<file path="config.mk">
export PLATFORM = sky130hd
export DESIGN_NAME = stack_seq
export DESIGN_NICKNAME = d
export VERILOG_FILES = /design/src/rtl/stack_seq_pkg.sv /design/src/rtl/stack_seq_ctrl.sv /design/src/rtl/stack_seq_dp.sv /design/src/rtl/stack_seq.sv
export SDC_FILE = /design/constraint.sdc
export NUM_CORES = 1
export LEC_CHECK = 0
export BUFFER_PORTS_ARGS = -buffer_cell sky130_fd_sc_hd__buf_4
export CAP_MARGIN = 5
export CORE_ASPECT_RATIO = 1.1
export CORE_MARGIN = 2
export CORE_UTILIZATION = 26
export DETAILED_ROUTE_END_ITERATION = 6
export GPL_ROUTABILITY_DRIVEN = 1
export PLACE_DENSITY = 0.41
export SLEW_MARGIN = 10
export SYNTH_ARGS = -nofsm -noshare
export SYNTH_HDL_FRONTEND = slang
export SYNTH_HIERARCHICAL = 1
export SYNTH_SLANG_ARGS = --single-unit
</file>
<file path="constraint.sdc">
create_clock -name clk -period 3.7 [get_ports clk]
set_input_delay 0.555 -clock clk [delete_from_list [all_inputs] [get_ports clk]]
set_output_delay 0.555 -clock clk [all_outputs]
set_load 0.1 [all_outputs]
</file>
<file path="src/rtl/stack_seq_pkg.sv">
package stack_seq_pkg;

  localparam int DATA_W = 8;
  localparam int ADDR_W = 2 * DATA_W;

  typedef enum logic [3:0] {
    OP_NONE   = 4'd0,
    OP_PUSH   = 4'd1,
    OP_PULL   = 4'd2,
    OP_CALL   = 4'd3,
    OP_RET    = 4'd4,
    OP_PUSHST = 4'd5,
    OP_PULLST = 4'd6,
    OP_RTI    = 4'd7,
    OP_WAIT   = 4'd8,
    OP_STOP   = 4'd9
  } opKind_t;

  typedef enum logic [1:0] {
    RUN_NORMAL = 2'b00,
    RUN_WAIT   = 2'b01,
    RUN_STOP   = 2'b10
  } runState_t;

  typedef enum logic [2:0] {
    FIN_NONE,
    FIN_DONE,
    FIN_BYTE,
    FIN_STATUS,
    FIN_RET,
    FIN_RTI,
    FIN_VEC,
    FIN_CALL
  } finKind_t;

  typedef enum logic [1:0] {
    WSEL_BYTE,
    WSEL_HI,
    WSEL_LO
  } wsel_t;

  typedef struct packed {
    logic     latch;
    logic     push;
    logic     pull;
    logic     vecRd;
    logic     vecHi;
    wsel_t    wsel;
    logic     capLo;
    logic     capByte;
    finKind_t fin;
  } ctrlStrobe_t;

endpackage

</file>
<file path="src/rtl/stack_seq_ctrl.sv">
module stack_seq_ctrl
  import stack_seq_pkg::*;
(
  input  logic        clk,
  input  logic        rst,
  input  logic        opValid,
  input  logic [3:0]  opCode,
  input  logic        irqPending,
  output ctrlStrobe_t strobe,
  output logic [1:0]  runState,
  output logic        busy,
  output logic        done
);

  typedef enum logic [3:0] {
    SQ_IDLE,
    SQ_PUSH1,
    SQ_PUSH_HI,
    SQ_PUSH_LO,
    SQ_PULL1,
    SQ_PULLST,
    SQ_RTI_ST,
    SQ_PULL_LO,
    SQ_PULL_HI,
    SQ_VEC_LO,
    SQ_VEC_HI
  } seq_t;

  seq_t      seqQ, seqNext;
  runState_t runQ, runNext;
  logic      rtiQ, rtiNext;
  logic      doneQ;
  logic      accept;

  assign accept = (seqQ == SQ_IDLE) && (runQ == RUN_NORMAL) && opValid;

  always_comb begin
    strobe      = '0;
    strobe.wsel = WSEL_BYTE;
    strobe.fin  = FIN_NONE;
    seqNext     = seqQ;
    runNext     = runQ;
    rtiNext     = rtiQ;
    unique case (seqQ)
      SQ_IDLE: begin
        if (accept) begin
          strobe.latch = 1'b1;
          case (opCode)
            OP_PUSH, OP_PUSHST: seqNext = SQ_PUSH1;
            OP_PULL:            seqNext = SQ_PULL1;
            OP_CALL:            seqNext = SQ_PUSH_HI;
            OP_RET: begin
              seqNext = SQ_PULL_LO;
              rtiNext = 1'b0;
            end
            OP_PULLST:          seqNext = SQ_PULLST;
            OP_RTI: begin
              seqNext = SQ_RTI_ST;
              rtiNext = 1'b1;
            end
            OP_WAIT:            runNext = RUN_WAIT;
            OP_STOP:            runNext = RUN_STOP;
            default:            seqNext = SQ_IDLE;
          endcase
        end else if (runQ == RUN_WAIT && irqPending) begin
          runNext    = RUN_NORMAL;
          strobe.fin = FIN_DONE;
        end else if (runQ == RUN_STOP && irqPending) begin
          seqNext = SQ_VEC_LO;
        end
      end
      SQ_PUSH1: begin
        strobe.push = 1'b1;
        strobe.wsel = WSEL_BYTE;
        strobe.fin  = FIN_DONE;
        seqNext     = SQ_IDLE;
      end
      SQ_PUSH_HI: begin
        strobe.push = 1'b1;
        strobe.wsel = WSEL_HI;
        seqNext     = SQ_PUSH_LO;
      end
      SQ_PUSH_LO: begin
        strobe.push = 1'b1;
        strobe.wsel = WSEL_LO;
        strobe.fin  = FIN_CALL;
        seqNext     = SQ_IDLE;
      end
      SQ_PULL1: begin
        strobe.pull = 1'b1;
        strobe.fin  = FIN_BYTE;
        seqNext     = SQ_IDLE;
      end
      SQ_PULLST: begin
        strobe.pull = 1'b1;
        strobe.fin  = FIN_STATUS;
        seqNext     = SQ_IDLE;
      end
      SQ_RTI_ST: begin
        strobe.pull    = 1'b1;
        strobe.capByte = 1'b1;
        seqNext        = SQ_PULL_LO;
      end
      SQ_PULL_LO: begin
        strobe.pull  = 1'b1;
        strobe.capLo = 1'b1;
        seqNext      = SQ_PULL_HI;
      end
      SQ_PULL_HI: begin
        strobe.pull = 1'b1;
        strobe.fin  = rtiQ ? FIN_RTI : FIN_RET;
        seqNext     = SQ_IDLE;
      end
      SQ_VEC_LO: begin
        strobe.vecRd = 1'b1;
        strobe.capLo = 1'b1;
        seqNext      = SQ_VEC_HI;
      end
      SQ_VEC_HI: begin
        strobe.vecRd = 1'b1;
        strobe.vecHi = 1'b1;
        strobe.fin   = FIN_VEC;
        runNext      = RUN_NORMAL;
        seqNext      = SQ_IDLE;
      end
      default: seqNext = SQ_IDLE;
    endcase
  end

  always_ff @(posedge clk) begin
    if (rst) begin
      seqQ  <= SQ_IDLE;
      runQ  <= RUN_NORMAL;
      rtiQ  <= 1'b0;
      doneQ <= 1'b0;
    end else begin
      seqQ  <= seqNext;
      runQ  <= runNext;
      rtiQ  <= rtiNext;
      doneQ <= (strobe.fin != FIN_NONE);
    end
  end

  assign runState = runQ;
  assign busy     = (seqQ != SQ_IDLE);
  assign done     = doneQ;

  // the end pulse never lasts two cycles
  assert_done_single_R11: assert property (@(posedge clk) disable iff (rst)
    doneQ |=> !doneQ);

  // a waiting core makes no stack access
  assert_wait_quiet_R8: assert property (@(posedge clk) disable iff (rst)
    (runQ == RUN_WAIT) |-> !(strobe.push || strobe.pull || strobe.vecRd));

  // a request made while busy leaves the sequence untouched
  assert_busy_ignore_R10: assert property (@(posedge clk) disable iff (rst)
    (seqQ == SQ_PUSH_HI) |=> (seqQ == SQ_PUSH_LO));

endmodule

</file>
<file path="src/rtl/stack_seq_dp.sv">
module stack_seq_dp
  import stack_seq_pkg::*;
#(
  parameter logic [DATA_W-1:0] STACK_PAGE = 8'h01,
  parameter logic [DATA_W-1:0] SP_RESET   = 8'hFF,
  parameter int                BRK_BIT    = 4,
  parameter logic [ADDR_W-1:0] RESET_VEC  = 16'hFFFC
) (
  input  logic              clk,
  input  logic              rst,
  input  ctrlStrobe_t       strobe,
  input  logic [3:0]        opCode,
  input  logic [ADDR_W-1:0] pcIn,
  input  logic [ADDR_W-1:0] targetIn,
  input  logic [DATA_W-1:0] statusIn,
  input  logic [DATA_W-1:0] dataIn,
  input  logic [DATA_W-1:0] memRdata,
  output logic [ADDR_W-1:0] memAddr,
  output logic [DATA_W-1:0] memWdata,
  output logic              memRd,
  output logic              memWr,
  output logic [ADDR_W-1:0] pcOut,
  output logic              pcLoad,
  output logic [DATA_W-1:0] statusOut,
  output logic              statusLoad,
  output logic [DATA_W-1:0] pullData,
  output logic [DATA_W-1:0] spOut
);

  localparam logic [DATA_W-1:0] BRK_MASK = DATA_W'(1) << BRK_BIT;

  logic [DATA_W-1:0] spQ, spUp;
  logic [ADDR_W-1:0] wordQ, tgtQ, pulledWord;
  logic [DATA_W-1:0] byteQ;
  logic [ADDR_W-1:0] pcQ;
  logic [DATA_W-1:0] statusQ, pullQ;
  logic              pcLoadQ, statusLoadQ;

  assign spUp       = spQ + DATA_W'(1);
  assign pulledWord = {memRdata, wordQ[DATA_W-1:0]};

  always_comb begin
    if (strobe.vecRd)
      memAddr = RESET_VEC + ADDR_W'(strobe.vecHi);
    else if (strobe.pull)
      memAddr = {STACK_PAGE, spUp};
    else
      memAddr = {STACK_PAGE, spQ};
  end

  always_comb begin
    unique case (strobe.wsel)
      WSEL_HI: memWdata = wordQ[ADDR_W-1:DATA_W];
      WSEL_LO: memWdata = wordQ[DATA_W-1:0];
      default: memWdata = byteQ;
    endcase
  end

  assign memWr = strobe.push;
  assign memRd = strobe.pull | strobe.vecRd;

  always_ff @(posedge clk) begin
    if (rst) begin
      spQ   <= SP_RESET;
      wordQ <= '0;
      tgtQ  <= '0;
      byteQ <= '0;
    end else begin
      if (strobe.latch) begin
        byteQ <= (opCode == OP_PUSHST) ? (statusIn | BRK_MASK) : dataIn;
        wordQ <= pcIn - ADDR_W'(1);
        tgtQ  <= targetIn;
      end
      if (strobe.push)
        spQ <= spQ - DATA_W'(1);
      else if (strobe.pull)
        spQ <= spUp;
      if (strobe.capByte)
        byteQ <= memRdata;
      if (strobe.capLo)
        wordQ[DATA_W-1:0] <= memRdata;
    end
  end

  always_ff @(posedge clk) begin
    if (rst) begin
      pcQ         <= '0;
      statusQ     <= '0;
      pullQ       <= '0;
      pcLoadQ     <= 1'b0;
      statusLoadQ <= 1'b0;
    end else begin
      pcLoadQ     <= 1'b0;
      statusLoadQ <= 1'b0;
      unique case (strobe.fin)
        FIN_BYTE: pullQ <= memRdata;
        FIN_STATUS: begin
          statusQ     <= memRdata | BRK_MASK;
          statusLoadQ <= 1'b1;
        end
        FIN_RET: begin
          pcQ     <= pulledWord + ADDR_W'(1);
          pcLoadQ <= 1'b1;
        end
        FIN_RTI: begin
          pcQ         <= pulledWord;
          statusQ     <= byteQ | BRK_MASK;
          pcLoadQ     <= 1'b1;
          statusLoadQ <= 1'b1;
        end
        FIN_VEC: begin
          pcQ     <= pulledWord;
          pcLoadQ <= 1'b1;
        end
        FIN_CALL: begin
          pcQ     <= tgtQ;
          pcLoadQ <= 1'b1;
        end
        default: ;
      endcase
    end
  end

  assign pcOut      = pcQ;
  assign pcLoad     = pcLoadQ;
  assign statusOut  = statusQ;
  assign statusLoad = statusLoadQ;
  assign pullData   = pullQ;
  assign spOut      = spQ;

  // each push leaves SP one lower
  assert_push_dec_R2: assert property (@(posedge clk) disable iff (rst)
    strobe.push |=> (spQ == $past(spQ) - DATA_W'(1)));

  // each pull leaves SP one higher
  assert_pull_inc_R3: assert property (@(posedge clk) disable iff (rst)
    strobe.pull |=> (spQ == $past(spQ) + DATA_W'(1)));

  // any status update carries the break bit
  assert_brk_forced_R7: assert property (@(posedge clk) disable iff (rst)
    statusLoadQ |-> statusQ[BRK_BIT]);

endmodule

</file>
<file path="src/rtl/stack_seq.sv">
module stack_seq
  import stack_seq_pkg::*;
#(
  parameter logic [7:0]  STACK_PAGE = 8'h01,
  parameter logic [7:0]  SP_RESET   = 8'hFF,
  parameter int          BRK_BIT    = 4,
  parameter logic [15:0] RESET_VEC  = 16'hFFFC
) (
  input  logic        clk,
  input  logic        rst,
  input  logic        opValid,
  input  logic [3:0]  opCode,
  input  logic [15:0] pcIn,
  input  logic [15:0] targetIn,
  input  logic [7:0]  statusIn,
  input  logic [7:0]  dataIn,
  input  logic        irqPending,
  input  logic [7:0]  memRdata,
  output logic [15:0] memAddr,
  output logic [7:0]  memWdata,
  output logic        memRd,
  output logic        memWr,
  output logic [15:0] pcOut,
  output logic        pcLoad,
  output logic [7:0]  statusOut,
  output logic        statusLoad,
  output logic [7:0]  pullData,
  output logic [7:0]  spOut,
  output logic [1:0]  runState,
  output logic        busy,
  output logic        done
);

  ctrlStrobe_t strobe;

  stack_seq_ctrl u_ctrl (
    .clk        (clk),
    .rst        (rst),
    .opValid    (opValid),
    .opCode     (opCode),
    .irqPending (irqPending),
    .strobe     (strobe),
    .runState   (runState),
    .busy       (busy),
    .done       (done)
  );

  stack_seq_dp #(
    .STACK_PAGE (STACK_PAGE),
    .SP_RESET   (SP_RESET),
    .BRK_BIT    (BRK_BIT),
    .RESET_VEC  (RESET_VEC)
  ) u_dp (
    .clk        (clk),
    .rst        (rst),
    .strobe     (strobe),
    .opCode     (opCode),
    .pcIn       (pcIn),
    .targetIn   (targetIn),
    .statusIn   (statusIn),
    .dataIn     (dataIn),
    .memRdata   (memRdata),
    .memAddr    (memAddr),
    .memWdata   (memWdata),
    .memRd      (memRd),
    .memWr      (memWr),
    .pcOut      (pcOut),
    .pcLoad     (pcLoad),
    .statusOut  (statusOut),
    .statusLoad (statusLoad),
    .pullData   (pullData),
    .spOut      (spOut)
  );

  // writes only ever land in the stack page
  assert_stack_page_R1: assert property (@(posedge clk) disable iff (rst)
    memWr |-> (memAddr[15:8] == STACK_PAGE));

  // leaving the stopped state always comes with a PC load
  assert_stop_exit_R9: assert property (@(posedge clk) disable iff (rst)
    (runState == RUN_NORMAL && $past(runState) == RUN_STOP) |-> pcLoad);

  // leaving the waiting state always comes with the end pulse
  assert_wait_wake_R8: assert property (@(posedge clk) disable iff (rst)
    (runState == RUN_NORMAL && $past(runState) == RUN_WAIT) |-> done);

endmodule

</file>
==> results.yml <==
status:
  outcome: "finished clean"
power:
  power_density_nw_per_um2: 422.4
  power_leakage_nw: 2.662
  ir_worst_vdd_v: 0.0002270
sta:
  tightest_slew_ps: 1046
  finalSetupTns_ps: 0
  period_share_pct: 90.08
  clock.fmax_mhz: 300.0
  final_max_slew_viol_count: 0
  slew_headroom_pct: 29.87
  finalSetupViolations: 0
  min_period_ps: 3333
  hold_violations: 0
  finClkSkew_ps: 8.213
  rsz0062_at_grt: "false"
layout:
  nets: 815
  final_util_pct: 33.15
  syn2layout_area_growth_pct: 26.34
  antennaDiodeCount: 0
  final_common_cell: "buf_4"
  drive_above_1_share_pct: 24.70
  final_cell_mix: "buf_4 (145), dfxtp_1 (90), nor2_1 (79)"
grt:
  grt_pass1_vias: 4832
  grt_overflow: 0
  antenna_found_initial: 0
  grt_pass1_wl_mm: 26.97
  grt_max_degree: 65
  grt_usage_pct: 15.76
detailed_routing:
  first_pass_iters: 5
  totalWireLength_mm: 17.20
  post_drt_wl_per_cell_um: 17.11
  vias_per_cell: 4.989
  drtAntennaViolNets: 0
  drc: 0
  vias: 5014
  drt_iter0_drc: 190
placement:
  dp_hpwl_mm: 12.60
  globalplace.congestion: 0.7586
  io_buffers: 133
critical_path:
  path_class: "flop to output port"
  crit_arrival_ps: 2780
  reg2reg_to: "u_dp/pcOut[9]$_SDFFE_PP0P_"
  reg2regPathDepth: 6
  setup.worst_path.end_class: "output port"
  path_delay_family: "simple AND/OR/NAND/NOR gates"
  cp-start-kind: "flop"
  required_ps: 3140
  crit_path_max_fanout: 14
  cp_cell_sequence: "or2_1 -> o22ai_1 -> nand4_1 -> o21ai_0 -> or3b_2 -> buf_4"
  timing.rr.start: "u_ctrl/seqQ[0]$_SDFFE_PP0P_"
  cpMaxStageDelayCell: "or3b_2"
  crit_buf_inv: 1
  reg2reg_slack_ps: 870
  cpPeakStageDelay_ps: 450
clocking:
  cts_made_buffers: 9
  postCtsHoldBufs: 0
  clk_pin_slew_ps: 70
  clock-root-buffer: "clkbuf_16"
  htree_levels: 3
  cts_resized: 0
  cts_buffer_depth: 2
  postCtsSetupBuffers: 0
  clk_latency_ps: 350
  cts_tree: "yes"
  clkSinkCount: 90
die:
  die_w_um: 140.7
  core_area_um2: 20370
  ios: 136
  start_util_pct: 26.23
  die_area_um2: 21720
  die_h_um: 154.4
  num_rows: 55
flow_run:
  maxCapViolations: 0
yosys:
  syn_nets: 725
  synth-edff-count: 0
  synth-seq-cells: 90
  synth_ff_type: "dfxtp_1"
  ys_types: 72
  async_flop_share_pct: 0
  synth_top_area_share_pct: 33.72
  syn_area_um2: 5344
  synth_warnings: 6
  synth_seq_area_share_pct: 33.72
  avgSynthCellArea_um2: 8.159
  synth_area_leaders: "dfxtp_1 (34%), mux2i_1 (8.2%), nor2_1 (5.5%)"
  synth_cells: 655
  yosysTopAreaCell: "dfxtp_1"
worst_hold_path:
  holdCritPathClass: "input port to flop"
  hold_depth: 3
  min-delay-start: "targetIn[8]"
  hold_end: "u_dp/tgtQ[8]$_SDFFE_PP0P_"
[cell usage after synthesis (all sizes together) (2+ instances only)]
cell type / count
xnor2: 13
nand3b: 3
and3: 2
buf: 21
a31oi: 2
o21a: 5
o21ai: 31
nor2b: 3
o32ai: 3
a211o: 8
nand2: 48
ha: 6
or3b: 5
a311oi: 5
and2: 3
or3: 5
xor2: 10
nor4: 11
o31ai: 3
o21bai: 6
mux2i: 44
or4b: 2
o41ai: 2
a221oi: 7
a22oi: 13
o211ai: 4
nor4bb: 3
a21oi: 27
nor3b: 8
a211oi: 21
nor3: 18
clkbuf: 45
nand4: 6
a21o: 7
or2: 9
dfxtp: 90
inv: 15
or4: 4
nor2: 81
o22ai: 5
a311o: 2
o31a: 6
nand2b: 21
nand3: 7
[worst max-delay path by stage]
stage / cells past startpoint / from / slack, ps / to
floorplan: 6 / u_ctrl/seqQ[3]$_SDFFE_PP0P_ / -450 / memWdata[3]
global placement: 6 / u_ctrl/seqQ[0]$_SDFFE_PP0P_ / 700 / memAddr[5]
detailed placement: 6 / u_ctrl/seqQ[0]$_SDFFE_PP0P_ / 710 / memAddr[5]
CTS: 6 / u_ctrl/seqQ[0]$_SDFFE_PP0P_ / 320 / memAddr[5]
global route: 6 / u_ctrl/seqQ[0]$_SDFFE_PP0P_ / 140 / memAddr[5]
finish: 6 / u_ctrl/seqQ[0]$_SDFFE_PP0P_ / 370 / memAddr[5]
[per-stage QoR]
| stage | total power [W] | hold slack (ps) | instance area [um^2] | cells | setup slack (ps) |
|---|---|---|---|---|---|
| final | 0.002852 | 442.9 | 6751 | 1005 | 366.9 |
| after global routing | 0.002998 | 438.4 | 6751 | 1005 | 140.3 |
| after CTS | 0.002894 | 433.2 | 6751 | 1005 | 323.3 |
| after detailed placement | 0.001964 | 451.3 | 6465 | 990 | 705.0 |
| after global placement | 0.001957 | 446.8 | 6465 | 990 | 696.3 |
| after floorplan | 0.001730 | 454.7 | 5344 | 655 | -449.6 |
[worst min-delay path: cells and delay by family]
family	cells	cell delay, ps
buffers and inverters	1	80
AND/OR/NAND/NOR	1	70
multiplexers	1	50
[power by group]
group          leakage (nW)  switching, W  total, W  internal [W]
Combinational          1.79      0.000563  0.000826      0.000263
Sequential            0.735     0.0000758   0.00111       0.00103
Clock                 0.142      0.000380  0.000916      0.000537
Total                  2.66       0.00102   0.00285       0.00183
[logic make-up after synthesis]
group                    share of synthesized area [%]
XOR/XNOR                                         3.770
multiplexers                                     8.242
AND/OR/NAND/NOR                                  23.72
AO/OA/AOI/OAI                                    22.01
flip-flops                                       33.72
other                                          0.07017
adder cells (fa/ha/maj)                          1.592
buffers and inverters                            6.883
[registers in the layout (all words and copies together), names as in the netlist, 2 cells and up]
name             flops
u_dp/spOut           8
u_dp/statusOut       8
u_ctrl/seqQ          4
u_dp/wordQ          16
u_ctrl/runState      2
u_dp/byteQ           8
u_dp/pcOut          16
u_dp/pullData        8
u_dp/tgtQ           16
[area by class of cell]
type,instances,area [um^2]
Fill cell,2132,13620
Multi-Input combinational cell,484,3196
Sequential cell,90,1802
Timing Repair Buffer,145,1089
Tap cell,256,320.3
Clock buffer,12,246.5
Inverter,15,58.81
Clock inverter,3,40.04
[per-layer routing]
metal,GRT usage [%],part of all wire [%],vias up
met1,19.92,44,2334
li1,-,-,2536
met4,4.667,1.6,0
met2,27.41,50,127
met3,2.786,4.9,17
met5,0,0,-
No activity file was read; power rests on OpenSTA's default activity.
